## config.mk

```make
export PLATFORM = sky130hd
export DESIGN_NAME = ixp_decoder
export DESIGN_NICKNAME = d
export VERILOG_FILES = /design/src/rtl/ixp_pkg.sv /design/src/rtl/ixp_mode_track.sv /design/src/rtl/ixp_classify.sv /design/src/rtl/ixp_desc_reg.sv /design/src/rtl/ixp_decoder.sv
export SDC_FILE = /design/constraint.sdc
export NUM_CORES = 1
export LEC_CHECK = 0
export ABC_AREA = 1
export ABC_CLOCK_PERIOD_IN_PS = 1300
export BUFFER_PORTS_ARGS = -buffer_cell sky130_fd_sc_hd__buf_2
export CAP_MARGIN = 5
export CORE_MARGIN = 5
export CORE_UTILIZATION = 50
export CTS_BUF_LIST = sky130_fd_sc_hd__clkbuf_2 sky130_fd_sc_hd__clkbuf_4 sky130_fd_sc_hd__clkbuf_8
export DETAILED_ROUTE_END_ITERATION = 7
export MAX_ROUTING_LAYER = met4
export PLACE_DENSITY_LB_ADDON = 0.12
export SYNTH_ARGS = -nofsm -noshare
export SYNTH_HDL_FRONTEND = slang
export SYNTH_SLANG_ARGS = --single-unit
```

## constraint.sdc

```tcl
create_clock -name clk -period 1.3 [get_ports clk]
set_input_delay 0.195 -clock clk [delete_from_list [all_inputs] [get_ports clk]]
set_output_delay 0.195 -clock clk [all_outputs]
set_load 0.01 [all_outputs]
```

## src/rtl/ixp_pkg.sv

```systemverilog
package ixp_pkg;

  typedef enum logic [1:0] {
    SEL_HL = 2'd0,
    SEL_X  = 2'd1,
    SEL_Y  = 2'd2
  } idx_sel_e;

  typedef struct packed {
    logic [7:0] opcode;
    idx_sel_e   sel;
    logic       mem;
    logic       disp;
    logic       wide;
    logic       half;
    logic       jump;
  } desc_t;

  localparam logic [7:0] OP_JUMP_REG = 8'hE9;
  localparam logic [7:0] OP_HALT     = 8'h76;

  // memory operand addressed through the HL pair
  function automatic logic f_mem_form(input logic [7:0] op);
    logic r;
    r = 1'b0;
    if (op == 8'h34 || op == 8'h35 || op == 8'h36) r = 1'b1;
    else if (op[7:6] == 2'b01 && op != OP_HALT)
      r = (op[2:0] == 3'd6) || (op[5:3] == 3'd6);
    else if (op[7:6] == 2'b10)
      r = (op[2:0] == 3'd6);
    return r;
  endfunction

  // HL used as a 16-bit quantity, no memory indirection
  function automatic logic f_wide_form(input logic [7:0] op);
    case (op)
      8'h09, 8'h19, 8'h29, 8'h39,
      8'h21, 8'h22, 8'h2A, 8'h23, 8'h2B,
      8'hE1, 8'hE5, 8'hE3, 8'hF9, OP_JUMP_REG: return 1'b1;
      default: return 1'b0;
    endcase
  endfunction

  // H or L named as an 8-bit register operand (field code 4 or 5)
  function automatic logic f_names_hl8(input logic [7:0] op);
    logic r;
    r = 1'b0;
    if (op == 8'h24 || op == 8'h25 || op == 8'h26 ||
        op == 8'h2C || op == 8'h2D || op == 8'h2E) r = 1'b1;
    else if (op[7:6] == 2'b01 && op != OP_HALT)
      r = (op[2:1] == 2'b10) || (op[5:4] == 2'b10);
    else if (op[7:6] == 2'b10)
      r = (op[2:1] == 2'b10);
    return r;
  endfunction

endpackage

```

## src/rtl/ixp_mode_track.sv

```systemverilog
module ixp_mode_track
  import ixp_pkg::*;
#(
  parameter int         CNT_W = 4,
  parameter logic [7:0] PFX_X = 8'hDD,
  parameter logic [7:0] PFX_Y = 8'hFD
) (
  input  logic             clk,
  input  logic             rst_n,
  input  logic [7:0]       byte_i,
  input  logic             acc_pfx,
  input  logic             acc_op,
  output logic             is_prefix,
  output idx_sel_e         mode_q,
  output logic [CNT_W-1:0] cnt_q
);
  localparam logic [CNT_W-1:0] CNT_MAX = {CNT_W{1'b1}};

  logic is_y;

  assign is_y      = (byte_i == PFX_Y);
  assign is_prefix = (byte_i == PFX_X) || is_y;

  always_ff @(posedge clk) begin
    if (!rst_n) begin
      mode_q <= SEL_HL;
      cnt_q  <= '0;
    end else if (acc_op) begin
      mode_q <= SEL_HL;
      cnt_q  <= '0;
    end else if (acc_pfx) begin
      mode_q <= is_y ? SEL_Y : SEL_X;
      if (cnt_q != CNT_MAX) cnt_q <= cnt_q + 1'b1;
    end
  end
endmodule

```

## src/rtl/ixp_classify.sv

```systemverilog
module ixp_classify
  import ixp_pkg::*;
(
  input  logic [7:0] opcode,
  input  idx_sel_e   sel,
  output desc_t      desc
);
  logic subst, mem, hl8;

  assign subst = (sel != SEL_HL);
  assign mem   = f_mem_form(opcode);
  assign hl8   = f_names_hl8(opcode);

  always_comb begin
    desc.opcode = opcode;
    desc.sel    = sel;
    desc.mem    = mem;
    desc.disp   = mem && subst;
    desc.wide   = subst && f_wide_form(opcode);
    desc.half   = subst && hl8 && !mem;
    desc.jump   = (opcode == OP_JUMP_REG);
  end
endmodule

```

## src/rtl/ixp_desc_reg.sv

```systemverilog
module ixp_desc_reg
  import ixp_pkg::*;
#(
  parameter int ST_W = 6
) (
  input  logic            clk,
  input  logic            rst_n,
  input  logic            load,
  input  logic            take,
  input  desc_t           d_desc,
  input  logic [ST_W-1:0] d_states,
  output logic            valid_q,
  output desc_t           q_desc,
  output logic [ST_W-1:0] q_states
);
  always_ff @(posedge clk) begin
    if (!rst_n) begin
      valid_q  <= 1'b0;
      q_desc   <= '0;
      q_states <= '0;
    end else if (load) begin
      valid_q  <= 1'b1;
      q_desc   <= d_desc;
      q_states <= d_states;
    end else if (take) begin
      valid_q  <= 1'b0;
    end
  end
endmodule

```

## src/rtl/ixp_decoder.sv

```systemverilog
module ixp_decoder
  import ixp_pkg::*;
#(
  parameter int         CNT_W = 4,
  parameter logic [7:0] PFX_X = 8'hDD,
  parameter logic [7:0] PFX_Y = 8'hFD,
  localparam int        ST_W  = CNT_W + 2
) (
  input  logic            clk,
  input  logic            rst_n,
  input  logic            in_valid,
  output logic            in_ready,
  input  logic [7:0]      in_byte,
  output logic            out_valid,
  input  logic            out_ready,
  output logic [7:0]      out_opcode,
  output logic [1:0]      out_sel,
  output logic            out_mem,
  output logic            out_disp,
  output logic            out_wide,
  output logic            out_half,
  output logic            out_jump,
  output logic [ST_W-1:0] out_pfx_states
);
  logic             is_prefix, acc, acc_pfx, acc_op;
  idx_sel_e         mode_q;
  logic [CNT_W-1:0] cnt_q;
  desc_t            cls_desc, q_desc;

  assign in_ready = !out_valid || out_ready;
  assign acc      = in_valid && in_ready;
  assign acc_pfx  = acc && is_prefix;
  assign acc_op   = acc && !is_prefix;

  ixp_mode_track #(.CNT_W(CNT_W), .PFX_X(PFX_X), .PFX_Y(PFX_Y)) u_track (
    .clk(clk), .rst_n(rst_n), .byte_i(in_byte),
    .acc_pfx(acc_pfx), .acc_op(acc_op),
    .is_prefix(is_prefix), .mode_q(mode_q), .cnt_q(cnt_q)
  );

  ixp_classify u_cls (
    .opcode(in_byte), .sel(mode_q), .desc(cls_desc)
  );

  ixp_desc_reg #(.ST_W(ST_W)) u_out (
    .clk(clk), .rst_n(rst_n),
    .load(acc_op), .take(out_ready),
    .d_desc(cls_desc), .d_states({cnt_q, 2'b00}),
    .valid_q(out_valid), .q_desc(q_desc), .q_states(out_pfx_states)
  );

  assign out_opcode = q_desc.opcode;
  assign out_sel    = q_desc.sel;
  assign out_mem    = q_desc.mem;
  assign out_disp   = q_desc.disp;
  assign out_wide   = q_desc.wide;
  assign out_half   = q_desc.half;
  assign out_jump   = q_desc.jump;
endmodule

```

**Word-level counts from Yosys, hierarchy flattened**

Cells that the tools add are included.

- Equality and inequality tests: 33
- Reductions and logical operators: 27
- Add/sub/neg operators: 1
- Muxes and demuxes: 10
- Bitwise logic cells: 1

Operators with widths:

| kind | number |
|---|---|
| $eq A8 B6 Y1 const B | 16 |
| $eq A8 B8 Y1 const B | 7 |
| $reduce_or A14 Y1 | 1 |
| $logic_or A1 B1 Y1 | 11 |
| $mux W1 | 9 |
| $eq A8 B4 Y1 const B | 1 |
| $eq A8 B5 Y1 const B | 1 |
| $logic_and A1 B1 Y1 | 8 |
| $ne A8 B7 Y1 const B | 1 |
| $eq A2 B2 Y1 const B | 3 |
| $eq A3 B3 Y1 const B | 2 |
| $add A4 B1 Y4 const B | 1 |
| $ne A4 B4 Y1 const B | 1 |
| $reduce_bool A2 Y1 | 2 |
| $logic_not A1 Y1 | 3 |
| $eq A2 B1 Y1 const B | 1 |
| $mux W2 | 1 |
| $reduce_and A2 Y1 | 1 |
| $reduce_or A2 Y1 | 1 |
| $not A1 Y1 | 1 |

- Input bits: 12
- Output and inout bits: 23
- Register bits: 26
- Logic and storage cells: 83

**Depth between registers and ports, before layout**

Gate-level depths: netlist (run 1).

- Depth after elaboration: 9
- Depth in mapped cells: 10
- Gate-level depth less buffers: 9

**Hierarchy**

A second synthesis (run 1) with hierarchy kept.

- Cells, all modules: 209
- Area total of the unflattened synthesis: 1460.2 um2

By module, submodules not included:

| module | cells each | area each (um2) | times used |
|---|---|---|---|
| ixp_desc_reg | 96 | 774.5 | 1 |
| ixp_classify | 60 | 341.6 | 1 |
| ixp_mode_track | 46 | 312.8 | 1 |
| ixp_decoder | 7 | 31.3 | 1 |

**Worst setup path before layout (run 1)**

Ideal clock, no wire load.

- Kind: register -> register
- Start: register u_out.valid_q
- End: register u_track.mode_q[1]
- Stages on the path, launching flop included: 10
- Setup time: 0.066 ns
- Path slack: 0.034 ns
- Required time: 1.234 ns
- Path buffers: 1
- Arrival: 1.200 ns
- Cells stage by stage: dfxtp_1 -> nand2_2 -> nand2_1 -> inv_1 -> nand2_4 -> inv_4 -> nor2_8 -> buf_6 -> nand2_1 -> a21oi_2

- Word-level cells in the longest chain between the ends: 5

RTL lines:

| what | line | text |
|---|---|---|
| from (decl) | ixp_desc_reg.sv:12 | `output logic valid_q,` |
| from (signal assigned) | ixp_desc_reg.sv:18 | `valid_q <= 1'b0;` |
| from (signal assigned) | ixp_desc_reg.sv:22 | `valid_q <= 1'b1;` |
| from (signal assigned) | ixp_desc_reg.sv:26 | `valid_q <= 1'b0;` |
| $logic_not A1 Y1 (*) | ixp_decoder.sv:30 | `assign in_ready = !out_valid \|\| out_ready;` |
| $logic_or A1 B1 Y1 (*) | ixp_decoder.sv:30 |  |
| named net in_ready | ixp_decoder.sv:12 | `output logic in_ready,` |
| $logic_and A1 B1 Y1 (*) | ixp_decoder.sv:31 | `assign acc = in_valid && in_ready;` |
| $logic_and A1 B1 Y1 | ixp_decoder.sv:33 | `assign acc_op = acc && !is_prefix;` |
| $reduce_or A2 Y1 (no source line) | -- |  |
| to (signal assigned) | ixp_mode_track.sv:32 | `mode_q <= is_y ? SEL_Y : SEL_X;` |
| to (decl) | ixp_mode_track.sv:14 | `output idx_sel_e mode_q,` |

Mark *: on every way through the listed nets, which the timed path passes. The rest lies on a longest branch.
A chain may end at the register's enable or synchronous reset.

**Worst setup path after layout (run 1)**

- Start: register u_out.valid_q
- End: register, netlist name u_out.q_desc[6]

- Word-level cells in the longest chain between the ends: 4

RTL lines:

| what | line |
|---|---|
| $logic_not A1 Y1 | ixp_decoder.sv:30 |
| $logic_or A1 B1 Y1 | ixp_decoder.sv:30 |
| $logic_and A1 B1 Y1 | ixp_decoder.sv:31 |
| $logic_and A1 B1 Y1 | ixp_decoder.sv:33 |

No other way between the ends.

==> impl_metrics.env, run 1 <==
export IMPL_fin_tns_setup_ns=0
export IMPL_pwr_share_comb_pct=15.8
export IMPL_synth_compound_area_share_pct=10.7
export IMPL_clkTransAtPathRegs_ns=0.14
export IMPL_slowest_delay_ns=0.35
export IMPL_max_freq_mhz=814
export IMPL_ant_nets=0
export IMPL_first_global_vias=1222
export IMPL_core_area_sq_mm=0.00243
export IMPL_ios=35
export IMPL_clk_latency_ns=0.32
export IMPL_cts_hold_fix_buffers=0
export IMPL_multi_input_area_sq_um=611
export IMPL_dpl_cell_count=250
export IMPL_ys_warn_count=0
export IMPL_syn_area_per_cell_sq_um=6.84
export IMPL_required_ns=1.53
export IMPL_grt_antenna_before_repair=0
export IMPL_final_cell_area_sq_mm=0.00156
export IMPL_dieArea_sq_mm=0.00359
export IMPL_ff_latch_area_sq_um=524
export IMPL_status="completed"
export IMPL_critical_path_class="flop to flop"
export IMPL_crit_slowest_cell="dfxtp_2"
export IMPL_place_ws_ns=-0.0785
export IMPL_swShare_pct=26.8
export IMPL_grt_max_degree=15
export IMPL_power_switching_w=0.000396
export IMPL_n_fill_cell=232
export IMPL_setup_viol=0
export IMPL_cts_root_buf="clkbuf_4"
export IMPL_drv_slew=0
export IMPL_fin_nets=242
export IMPL_whs_path_depth=3
export IMPL_hpwl_mm=2.40
export IMPL_p_clk_share_pct=28.1
export IMPL_internal_power_w=0.00108
export IMPL_hold_path_class="input pin to flop"
export IMPL_skew_ns=0.00187
export IMPL_diodes=0
export IMPL_wirelength_mm=3.16
export IMPL_ff2ff_path_depth=9
export IMPL_chipHeight_um=59.9
export IMPL_fin_util_pct=63.9
export IMPL_rows=18
export IMPL_die_w_um=59.9
export IMPL_cp_start_kind="flop"
export IMPL_worst_r2r_setup_slack_ns=0.07
export IMPL_cts_sinks=26
export IMPL_dpl_instance_area_sq_mm=0.00148
export IMPL_fin_cells=258
export IMPL_netlist_area_sq_mm=0.00124
export IMPL_synth_edf_count=0
export IMPL_p_leak_nw=0.797
export IMPL_fin_crit_ns=1.23
export IMPL_arrival_ns=1.46
export IMPL_place_gp_congestion=0.931
export IMPL_timing_rr_end="u_out.q_desc[6]"
export IMPL_synthFlopType="dfxtp_1"
export IMPL_drv_cap=0
export IMPL_crit_fanout=7
export IMPL_synthXorXnorAreaFrac_pct=0
export IMPL_hold_end="u_out.q_desc[11]"
export IMPL_synthToLayoutAreaGrowth_pct=24.9
export IMPL_htree_levels=1
export IMPL_route_detailed_drc=0
export IMPL_port_buffers=32
export IMPL_hold_start="rst_n"
export IMPL_synth_top_family_by_area="simple AND/OR/NAND/NOR gates"
export IMPL_synthAdderAreaFrac_pct=1.01
export IMPL_synthDistinctLibCells=24
export IMPL_synth_mux_area_share_pct=0
export IMPL_wire_per_inst_um=12.3
export IMPL_grt_pass1_wl_mm=5.24
export IMPL_crit_path_frequent_cell="nand2_2"
export IMPL_finalHoldViolations=0
export IMPL_power_density_mw_per_mm2=950
export IMPL_cts_tree="done"
export IMPL_grt_overflow=0
export IMPL_ys_seq_area_share_pct=41.8
export IMPL_via_per_inst=4.93
export IMPL_initial_core_util_pct=51.2
export IMPL_clockBufferDepth=2
export IMPL_finalCritPeriodShare_pct=94.6
export IMPL_drt_pre_antenna_iters=5
export IMPL_drtIter0Drc=52
export IMPL_cp_cell_sequence="nand2_2 -> nand2_2 -> inv_2 -> nand2_4 -> inv_4 -> nor2_4 -> buf_4 -> nand2_1 -> o21ai_0"
export IMPL_worst_setup_path_end_kind="flop"
export IMPL_postSynth_asyncResetShare_pct=0
export IMPL_worst_slack_ns=0.0708
export IMPL_vias=1272
export IMPL_syn_inst=182
export IMPL_ys_ff_latch=26
export IMPL_grt_util_all_layers_pct=19.9
export IMPL_final_layout_size_suffix_gt1_share_pct=29.8
export IMPL_p_seq_share_pct=56.1
export IMPL_vdd_ir_drop_max_v=0.000633
export IMPL_crit_reg2reg_launch="u_out.valid_q"
export IMPL_synthSimpleGateAreaFrac_pct=35.5
export IMPL_numCtsBuffers=3
[flip-flops by register name (all words and copies together), names as in the netlist]
register,count
u_out.q_states,4
u_out.q_desc,15
u_track.cnt_q,4
u_track.mode_q,2
u_out.valid_q,1
[synth_stat cells, types with 3 or more instances]
| cell | instances | area share (%) |
|---|---|---|
| buf_4 | 3 | 1.8 |
| a21oi_1 | 3 | 1.2 |
| nand2_1 | 53 | 16 |
| nor2_1 | 27 | 8.1 |
| o21ai_0 | 18 | 7.2 |
| inv_1 | 19 | 5.7 |
| nand3_1 | 8 | 3.2 |
| dfxtp_1 | 26 | 42 |
| nand4_1 | 4 | 2.0 |
| inv_2 | 3 | 0.90 |
[stage by stage]
stage	power, W	hold slack (ns)
detailed placement	0.00106	0.435
finish	0.00148	0.136
CTS	0.00147	0.134
global placement	0.00106	0.428
floorplan	0.000974	0.337
global route	0.00156	0.143
[layer usage]
layer | global-route usage (%) | routed length, um | share of wire [%]
met1 | 23.6 | 1400 | 44
met2 | 32.6 | 1540 | 49
met3 | 3.46 | 138 | 4.4
met4 | 8.86 | 83 | 2.6
met5 | - | 0 | 0
[area by class of cell]
| class | count | share of cell area [%] |
|---|---|---|
| Inverter | 23 | 5.71 |
| Clock buffer | 4 | 2.33 |
| Timing Repair Buffer | 45 | 16.6 |
| Sequential cell | 26 | 33.7 |
| Tap cell | 30 | 2.41 |
| Multi-Input combinational cell | 130 | 39.3 |
[worst max-delay path: cells and delay by family, from the launching register on]
family,cells,cell delay (ns)
simple gates,5,0.34
flops,1,0.35
compound gates,1,0.07
buf+inv,3,0.37
[how the worst max path moves through the flow]
stage | slack, ns | end | from | cells past startpoint
3_3_place_gp | 0.01 | u_track.cnt_q[3] | in_byte[1] | 8
6_report | 0.07 | u_out.q_desc[6] | u_out.valid_q | 9
3_5_place_dp | -0.08 | u_track.cnt_q[3] | in_byte[1] | 8
4_1_cts | 0.004 | u_out.q_states[3] | u_out.valid_q | 8
2_1_floorplan | 0.03 | u_track.mode_q[1] | u_out.valid_q | 9
5_1_grt | -0.03 | u_out.q_desc[6] | u_out.valid_q | 9
[cell families after synthesis]
logic type | Yosys count
compound gates | 25
other cells | 1
simple gates | 101
fa+ha+maj | 1
buf+inv | 28
flops | 26
[power groups by stage]
| stage | Sequential [W] | Clock [W] | Combinational (W) |
|---|---|---|---|
| after global routing | 0.000832 | 0.000467 | 0.000262 |
| final | 0.000828 | 0.000415 | 0.000233 |
| after CTS | 0.000829 | 0.000420 | 0.000225 |
| after floorplan | 0.000855 | 0 | 0.000119 |
| after detailed placement | 0.000846 | 0 | 0.000217 |
| after global placement | 0.000844 | 0 | 0.000215 |
[layout by cell type (no fill, tap or decap), types with 2 or more instances in the layout]
cell      netlist  layout
nor3_1          2       2
o21ai_0        18      18
buf_2           0      32
nand4_1         4       4
dfxtp_2         0       3
nand3_1         8       8
nand2_1        53      51
conb_1          1       2
buf_4           3      13
nor2_2          2       2
a21oi_1         3       3
inv_2           3       4
nand2_2         2       4
inv_1          19      18
clkbuf_4        0       3
dfxtp_1        26      23
nor2_1         27      27
[timing repair]
| action | in CTS | in global routing |
|---|---|---|
| gates cloned | 1 | 0 |
| pin swaps | 2 | 3 |
| gates resized for setup | 0 | 6 |
| setup buffers | 0 | 3 |
| setup endpoints to repair | 6 | 22 |
Power figures use the tool's default switching activity.
==> run 2, diff against run 1 <==
- CTS_BUF_LIST: sky130_fd_sc_hd__clkbuf_2 sky130_fd_sc_hd__clkbuf_4 sky130_fd_sc_hd__clkbuf_8 -> sky130_fd_sc_hd__clkbuf_4 sky130_fd_sc_hd__clkbuf_8
- SYNTH_HIERARCHICAL: not set -> 1
==> run 2 against run 1 <==
Effect of this change:
- maximum frequency up 0.43%
- cell area up 8.3%
- sequential share of layout area down 0.43 points
- combinational power up 39%
- critical endpoint is now u_track/cnt_q[2]
- sequential power up 12%
- power up 8.2%
- die area up 14%
- worst hold slack better by 0.024 ns
- first-iteration DRC count up 140%
- register-to-register slack about the same
- critical path depth unchanged
==> impl_metrics.env, run 2 <==
export IMPL_status="completed"
export IMPL_grt_antenna_before_repair=0
export IMPL_final_cell_mix="nor2_1, buf_2, dfxtp_1, nand2_1"
export IMPL_p_leak_nw=0.829
export IMPL_skew_ns=0.00500
export IMPL_numCtsBuffers=3
export IMPL_die_w_um=64.0
export IMPL_initial_core_util_pct=52.5
export IMPL_rsz0062_at_grt="yes"
export IMPL_synth_top_area_share_pct=38.4
export IMPL_hold_ws_ns=0.160
export IMPL_fin_crit_ns=1.22
export IMPL_vdd_ir_drop_max_v=0.000947
export IMPL_drtIter0Drc=127
export IMPL_grt_overflow=0
export IMPL_drt_pre_antenna_iters=4
export IMPL_cts_root_buf="clkbuf_4"
export IMPL_rows=19
export IMPL_pwr_share_comb_pct=20.4
export IMPL_synthTopCellsByCount="nor2_1, dfxtp_1, nand2_1"
export IMPL_worst_setup_path_end_kind="flop"
export IMPL_clockBufferDepth=2
export IMPL_ant_nets=0
export IMPL_syn_area_per_cell_sq_um=6.99
export IMPL_clkTransAtPathRegs_ns=0.14
export IMPL_layout_commonest_cell="nor2_1"
export IMPL_cts_tree="done"
export IMPL_grt_util_all_layers_pct=16.9
export IMPL_netlist_area_sq_mm=0.00146
export IMPL_p_seq_share_pct=58.3
export IMPL_worst_r2r_setup_slack_ns=0.08
export IMPL_top_register="u_out/q_desc"
export IMPL_internal_power_w=0.00115
export IMPL_max_freq_mhz=817
export IMPL_cp_start_kind="input pin"
export IMPL_grt_max_degree=23
export IMPL_fin_cells=275
export IMPL_place_ws_ns=-0.349
export IMPL_ys_warn_count=6
export IMPL_synthToLayoutAreaGrowth_pct=15.3
export IMPL_power_density_mw_per_mm2=949
export IMPL_drv_cap=0
export IMPL_wire_per_inst_um=11.8
export IMPL_finalHoldViolations=0
export IMPL_worst_slack_ns=0.0761
export IMPL_largest_reg_flops=15
export IMPL_chipHeight_um=64.0
export IMPL_synthTopCellsByArea="dfxtp_1, nor2_1, buf_4, nand2_1, o21ai_1"
export IMPL_hpwl_mm=2.59
export IMPL_synth_edf_count=0
export IMPL_top_regs="u_out/q_desc: 15 flops, u_out/q_states: 6 flops, u_track/cnt_q: 4 flops"
export IMPL_ios=35
export IMPL_synth_most_common_cell="nor2_1"
export IMPL_drv_slew=0
export IMPL_swShare_pct=28.2
export IMPL_core_area_sq_mm=0.00278
export IMPL_dpl_cell_count=272
export IMPL_fin_nets=259
export IMPL_critical_path_class="input pin to flop"
export IMPL_first_global_vias=1270
export IMPL_clk_latency_ns=0.32
export IMPL_ys_seq_area_share_pct=38.4
export IMPL_required_ns=1.56
export IMPL_syn_inst=209
export IMPL_place_gp_congestion=0.870
export IMPL_crit_fanout=5
export IMPL_htree_levels=1
export IMPL_dieArea_sq_mm=0.00410
export IMPL_synthFlopType="dfxtp_1"
export IMPL_cts_sinks=28
export IMPL_ys_ff_latch=28
export IMPL_arrival_ns=1.49
export IMPL_p_clk_share_pct=21.4
export IMPL_synth_top_area_cell="dfxtp_1"
export IMPL_finalCritPeriodShare_pct=94.1
export IMPL_via_per_inst=4.99
export IMPL_setup_viol=0
export IMPL_final_layout_size_suffix_gt1_share_pct=32.0
export IMPL_cts_hold_fix_buffers=0
export IMPL_grt_pass1_wl_mm=5.59
export IMPL_synthDistinctLibCells=25
export IMPL_diodes=0
export IMPL_postSynth_asyncResetShare_pct=0
export IMPL_port_buffers=34
export IMPL_route_detailed_drc=0
export IMPL_wirelength_mm=3.25
export IMPL_hold_path_class="input pin to flop"
export IMPL_power_switching_w=0.000450
export IMPL_vias=1372
==> run 2: cell types whose count changed after synthesis, moves of 2 or more <==
cell,previous run,this run
dfxtp_1,26,28
o21ai_0,18,10
buf_2,0,2
nand3_1,8,4
inv_1,19,16
nor2_1,27,59
nand2_2,2,4
nor2_2,2,7
nand3_2,1,4
buf_4,3,14
a21oi_2,1,3
nand2_1,53,22
o21ai_1,1,16
==> run 2: cells by family (layout without fill, tap and decap cells) <==
kind of cell | after synthesis | count (layout) | share of synthesized area (%)
simple gates | 107 | 107 | 33.1
xor+xnor | 1 | 1 | 0.600
other cells | 1 | 2 | 0.257
compound gates | 34 | 34 | 12.5
fa+ha+maj | 1 | 1 | 0.857
buf+inv | 37 | 71 | 14.3
flops | 28 | 28 | 38.4
==> run 2: timing repair <==
item                       4_1_cts  5_1_grt
buffers inserted                 0        0
gates cloned                     0        0
setup endpoints to repair       17       28
resized for setup                0        3
==> run 2: power by group through the flow <==
| stage | Combinational [W] | Clock (W) | Sequential, W |
|---|---|---|---|
| floorplan | 0.000182 | 0 | 0.000973 |
| global placement | 0.000318 | 0 | 0.000948 |
| detailed placement | 0.000323 | 0 | 0.000951 |
| CTS | 0.000325 | 0.000359 | 0.000932 |
| global route | 0.000367 | 0.000402 | 0.000938 |
| finish | 0.000325 | 0.000341 | 0.000931 |
==> run 2: cell type report <==
class / instances / area (sq um)
Clock buffer: 3 / 22.5
Fill cell: 282 / 1100
Inverter: 19 / 71.3
Multi-Input combinational cell: 145 / 708
Sequential cell: 28 / 561
Tap cell: 31 / 38.8
Timing Repair Buffer: 49 / 283
==> run 2: path summary, 6_finish.rpt <==
kind	start	to	depth (start not counted)
setup / recovery	in_byte[3]	u_track/cnt_q[2]	9
hold / removal	out_ready	u_out/valid_q	4
setup reg to reg	u_track/cnt_q[0]	u_track/cnt_q[1]	6
hold reg to reg	u_track/mode_q[0]	u_track/mode_q[0]	2
==> run 2: through the flow <==
stage | instance area (sq um) | power (W) | TNS [ns] | utilization, %
floorplan | 1470 | 0.00115 | 0 | -
global placement | 1650 | 0.00127 | -5.15 | 59.3
detailed placement | 1650 | 0.00127 | -6.66 | 59.3
CTS | 1670 | 0.00162 | -0.189 | 60.1
global route | 1680 | 0.00171 | -0.160 | 60.5
finish | 1680 | 0.00160 | 0 | 60.5
==> run 2: layer usage <==
metal	vias to the layer above	routed length [um]	part of all wire [%]	global-route usage, %
li1	726	-	-	-
met1	618	1490	46	20.1
met2	26	1600	49	29.6
met3	2	149	4.6	2.80
met4	0	17	0.52	3.90
met5	-	0	0	-
==> run 2: worst max-delay path, cell delays in order <==
cell	delay, ns
buf_2	0.09
nand2_1	0.07
nor4b_2	0.39
inv_1	0.10
nor2_2	0.21
nand2_2	0.11
inv_1	0.11
nand2_1	0.07
a21oi_2	0.13
